### src/rtl/scl_clkgen.sv
module scl_clkgen #(
  parameter int CW = 12
) (
  input  logic          clk,
  input  logic          rst_n,
  input  logic          en,
  input  logic [CW-1:0] half_cnt,
  input  logic [CW-1:0] rise_allow,
  input  logic          scl_in,
  output logic          scl_drive_low,
  output logic          scl_rise,
  output logic          scl_fall
);
  typedef enum logic [1:0] {S_IDLE, S_LOW, S_HIGH} ph_t;

  ph_t         ph;
  logic [CW:0] cnt;
  logic [CW:0] lo_q, hi_q;
  logic [CW:0] tr_q;
  logic        rise_q, fall_q;

  wire [CW:0] half_w = {1'b0, half_cnt};
  wire [CW:0] tr_w   = {1'b0, rise_allow};
  wire [CW:0] lo_n   = (half_cnt == '0) ? {{CW{1'b0}}, 1'b1} : half_w;
  wire [CW:0] hi_n   = (half_w > tr_w) ? half_w : tr_w + 1'b1;

  wire win_open = (cnt >= tr_q);
  wire adv      = (ph == S_LOW) | ~win_open | scl_in;
  wire last     = (ph == S_LOW) ? (cnt == lo_q - 1'b1) : (cnt == hi_q - 1'b1);

  always_ff @(posedge clk or negedge rst_n) begin
    if (!rst_n) begin
      ph     <= S_IDLE;
      cnt    <= '0;
      lo_q   <= '0;
      hi_q   <= '0;
      tr_q   <= '0;
      rise_q <= 1'b0;
      fall_q <= 1'b0;
    end else if (!en) begin
      ph     <= S_IDLE;
      cnt    <= '0;
      rise_q <= 1'b0;
      fall_q <= 1'b0;
    end else begin
      rise_q <= 1'b0;
      fall_q <= 1'b0;
      case (ph)
        S_IDLE: begin
          lo_q   <= lo_n;
          hi_q   <= hi_n;
          tr_q   <= tr_w;
          cnt    <= '0;
          ph     <= S_LOW;
          fall_q <= 1'b1;
        end
        S_LOW, S_HIGH: begin
          if (adv) begin
            if (last) begin
              cnt    <= '0;
              ph     <= (ph == S_LOW) ? S_HIGH : S_LOW;
              rise_q <= (ph == S_LOW);
              fall_q <= (ph == S_HIGH);
            end else begin
              cnt <= cnt + 1'b1;
            end
          end
        end
        default: ph <= S_IDLE;
      endcase
    end
  end

  assign scl_drive_low = (ph == S_LOW);
  assign scl_rise      = rise_q;
  assign scl_fall      = fall_q;
endmodule

### config.mk
export PLATFORM = sky130hd
export DESIGN_NAME = scl_clkgen
export DESIGN_NICKNAME = d
export VERILOG_FILES = /design/src/rtl/scl_clkgen.sv
export SDC_FILE = /design/constraint.sdc
export NUM_CORES = 1
export LEC_CHECK = 0
export CAP_MARGIN = 20
export CORE_UTILIZATION = 35
export DETAILED_ROUTE_END_ITERATION = 16
export MAX_ROUTING_LAYER = met4
export PLACE_DENSITY_LB_ADDON = 0.15
export REMOVE_ABC_BUFFERS = 1
export SYNTH_ARGS = -nofsm -noshare
export SYNTH_HDL_FRONTEND = slang
export SYNTH_SLANG_ARGS = --single-unit
### constraint.sdc
create_clock -name clk -period 4.2 [get_ports clk]
set_input_delay 0.63 -clock clk [delete_from_list [all_inputs] [get_ports clk]]
set_output_delay 0.63 -clock clk [all_outputs]
set_load 0.01 [all_outputs]
==> impl_metrics.toml <==
[logic_synthesis]
synth_largest_type_area_fraction_pct = 34.9
mappedNetlistArea_mm2 = 0.00388
netlist-cell-type-count = 53
async_reset_ff_share_pct = 100
yosys_warnings = 0
mean_post_synth_cell_area_um2 = 9.14
synthDominantAreaCellType = "sky130_fd_sc_hd__dfrtp_1"
synth_instances = 424
yosysSeqAreaShare_pct = 34.9
ys_top_cells_by_area = "sky130_fd_sc_hd__dfrtp_1 (35%), sky130_fd_sc_hd__ha_1 (10%), sky130_fd_sc_hd__mux2i_1 (6.2%)"
yosys_register_bits = 54
synthFlopType = "sky130_fd_sc_hd__dfrtp_1"
number_of_flops_mapped_to_enable_cells_by_yosys = 0

[critical_path]
cp_cell_sequence = "inv_1 -> ha_1 -> buf_4 -> or4b_1 -> a222oi_1 -> buf_4 -> nor3b_1 -> o32ai_1 -> o21ai_2 -> a31oi_4 -> or4b_1 -> nand3_1"
timing.setup.critical_path_class = "reg2reg"
regToRegEndpoint = "cnt[3]"
critical-path-top-delay-family = "compound AO/OA/AOI/OAI gates"
cp.buffers_inverters = 3
worstPathMaxFanout = 29
worst_path_max_delay_cell = "sky130_fd_sc_hd__or4b_1"
crit_required_ns = 4.46
worstRegToRegCells = 12
cp_num_cells = 12
cp-end-kind = "flip-flop"
worstReg2RegStart = "ph[1]"
worst_case_register_to_register_setup_slack_ns = 0.37
critPathArrivalTime_ns = 4.09
critPathLaunchType = "flip-flop"
critical-path-max-stage-delay_ns = 0.49

[cts]
cts.sinks = 54
clk_buf_depth = 2
clkSlewWorstSetupHoldPaths_ns = 0.10
post_cts_setup_inserts = 0
numCtsBuffers = 5
clk-insertion-delay-late_ns = 0.32
tritoncts = "done"
cts_root_buf = "sky130_fd_sc_hd__clkbuf_8"
post_cts.resized_instances = 0
cts_hold_buffers = 0
h_tree_depth = 2

[timing]
timing.hold.ws_ns = 0.259
fin_crit_sh_pct = 91.2
finalSetupViolations = 0
final_period_minus_worst_setup_slack_ns = 3.83
grt_setup_unrepaired = "no"
hold_violations_final = 0
clock-skew-final_ns = 0.0108
max_clock_freq_mhz = 261
max-slew-margin-rel_pct = 54.9
worst_slew_pin_slew_ns = 0.676
fin_setup_tns_ns = 0
maxSlewViolCount = 0

[worst_hold_path]
holdCritPathClass = "in2async"

[drt]
initialDrtViolationCount = 136
remaining_drc_errors = 0
drt-vias-per-instance = 5.17
dr_total_vias = 3074
finalWirelength_um = 9530
final_antenna_net_count = 0
avgRoutedWirePerCell_um = 16.0
drt_pass1_iterations = 8

[die]
die_width_um = 107
floorplan.io_pins = 31
fp.dieH_um = 107
std_cell_core_area_mm2 = 0.0108
dieArea_mm2 = 0.0115
initial_utilization_pct = 35.9
rows = 38

[finish]
area_growth_pct = 15.1
layout-drive-gt1-share_pct = 8.35
postLayoutCoreUtil_pct = 41.3
final_nets = 513
diodes = 0

[grt]
global_route.usage.total_pct = 18.8
number_of_global_route_vias_before_repair = 3098
antenna_found_initial = 0
grt_start_max_net_pins = 63
overflow = 0
grt_pass1_wl_um = 16100

[job]
maxCapViolations = 0

[placed_design]
port-buffer-count = 30
finalWeightedCongestion = 0.835
dp_hpwl_um = 7540

[power]
total_leakage_power_nw = 1.97
fin_total_pwr_mw = 2.55
power_density_mw_per_mm2 = 571
max-vdd-ir-drop_uv = 236

[status]
result_of_the_run = "finished clean"
==> report_power, final <==
group	internal (mW)	switching (mW)
clock network	0.178	0.183
registers	0.706	0.177
logic	0.584	0.718
==> sequential cells by signal (all words and copies together), names as in the netlist <==
name	cells
hi_q	13
cnt	13
ph	2
scl_rise	1
tr_q	12
scl_fall	1
lo_q	12
==> per-stage QoR <==
step	std cells	worst slack [ns]	instance area (um^2)
6_report	595	0.369	4460
5_1_grt	595	0.0652	4460
4_1_cts	594	0.365	4440
3_5_place_dp	586	0.384	4330
3_3_place_gp	586	0.487	4330
2_1_floorplan	411	0.256	3820
==> logic make-up after synthesis <==
kind of cell	after synthesis	synth area share, %
mux	38	10.3
buf+inv	48	4.94
flops	54	34.9
simple gates	134	18.1
xor+xnor	30	6.78
fa+ha+maj	31	10.0
compound gates	89	15.1
==> cell type report <==
| class | instances | area [um^2] |
|---|---|---|
| clock buffer | 6 | 72.6 |
| sequential | 54 | 1350 |
| clock inverter | 2 | 37.5 |
| inverter | 35 | 131 |
| tap | 140 | 175 |
| multi-input combinational | 322 | 2340 |
| fill | 1080 | 6330 |
| timing repair buffer | 36 | 353 |
==> cells in the mapped netlist, types with 2 or more instances <==
library cell	instances
sky130_fd_sc_hd__a211oi_1	2
sky130_fd_sc_hd__nand2b_1	6
sky130_fd_sc_hd__nand3_1	19
sky130_fd_sc_hd__mux2i_1	24
sky130_fd_sc_hd__nor3_1	8
sky130_fd_sc_hd__or4_1	2
sky130_fd_sc_hd__a21oi_1	9
sky130_fd_sc_hd__inv_1	35
sky130_fd_sc_hd__a22o_1	6
sky130_fd_sc_hd__or3b_1	2
sky130_fd_sc_hd__mux2_2	14
sky130_fd_sc_hd__ha_1	31
sky130_fd_sc_hd__clkbuf_1	9
sky130_fd_sc_hd__xor2_1	4
sky130_fd_sc_hd__o32ai_1	2
sky130_fd_sc_hd__dfrtp_1	54
sky130_fd_sc_hd__or3_1	4
sky130_fd_sc_hd__a31oi_1	6
sky130_fd_sc_hd__a21o_1	11
sky130_fd_sc_hd__or4b_1	4
sky130_fd_sc_hd__nor2b_1	3
sky130_fd_sc_hd__nand2_1	44
sky130_fd_sc_hd__o21ai_1	5
sky130_fd_sc_hd__buf_2	3
sky130_fd_sc_hd__nor4_1	3
sky130_fd_sc_hd__o22ai_1	3
sky130_fd_sc_hd__nor2_1	18
sky130_fd_sc_hd__or2_2	3
sky130_fd_sc_hd__o21ai_0	32
sky130_fd_sc_hd__nand4_1	8
sky130_fd_sc_hd__xnor2_1	26
sky130_fd_sc_hd__and3_1	3
==> cells in the final DEF, fill, tap and decap left out, types with 9 or more instances in the layout <==
| master | Yosys | layout |
|---|---|---|
| sky130_fd_sc_hd__a21o_1 | 11 | 11 |
| sky130_fd_sc_hd__a21oi_1 | 9 | 9 |
| sky130_fd_sc_hd__clkdlybuf4s50_1 | 0 | 29 |
| sky130_fd_sc_hd__dfrtp_1 | 54 | 54 |
| sky130_fd_sc_hd__ha_1 | 31 | 31 |
| sky130_fd_sc_hd__inv_1 | 35 | 35 |
| sky130_fd_sc_hd__mux2_2 | 14 | 14 |
| sky130_fd_sc_hd__mux2i_1 | 24 | 24 |
| sky130_fd_sc_hd__nand2_1 | 44 | 43 |
| sky130_fd_sc_hd__nand3_1 | 19 | 19 |
| sky130_fd_sc_hd__nor2_1 | 18 | 18 |
| sky130_fd_sc_hd__o21ai_0 | 32 | 32 |
| sky130_fd_sc_hd__xnor2_1 | 26 | 26 |
==> worst register-to-register path, stage by stage, from the launching register on <==
cell and delay [ns]:
sky130_fd_sc_hd__dfrtp_1 0.42, sky130_fd_sc_hd__inv_1 0.09, sky130_fd_sc_hd__ha_1 0.35, sky130_fd_sc_hd__buf_4 0.36
sky130_fd_sc_hd__or4b_1 0.50, sky130_fd_sc_hd__a222oi_1 0.36, sky130_fd_sc_hd__buf_4 0.21, sky130_fd_sc_hd__nor3b_1 0.05
sky130_fd_sc_hd__o32ai_1 0.36, sky130_fd_sc_hd__o21ai_2 0.16, sky130_fd_sc_hd__a31oi_4 0.35, sky130_fd_sc_hd__or4b_1 0.47
sky130_fd_sc_hd__nand3_1 0.09
==> per-layer routing <==
metal | global-route usage, % | up-vias | wire [um]
met5 | - | - | 0
met4 | 5.48 | 0 | 131
met3 | 2.67 | 8 | 244
met2 | 30.0 | 44 | 4460
met1 | 24.7 | 1445 | 4680
li1 | - | 1577 | -
==> worst max-delay path by stage <==
stage / start / slack, ns / endpoint
after floorplan: ph[1] / 0.26 / cnt[3]
after global placement: ph[1] / 0.49 / cnt[3]
after detailed placement: ph[1] / 0.38 / cnt[3]
after CTS: ph[1] / 0.37 / cnt[3]
after global routing: ph[1] / 0.07 / cnt[3]
final: ph[1] / 0.37 / cnt[3]
Power figures use the tool's default switching activity.
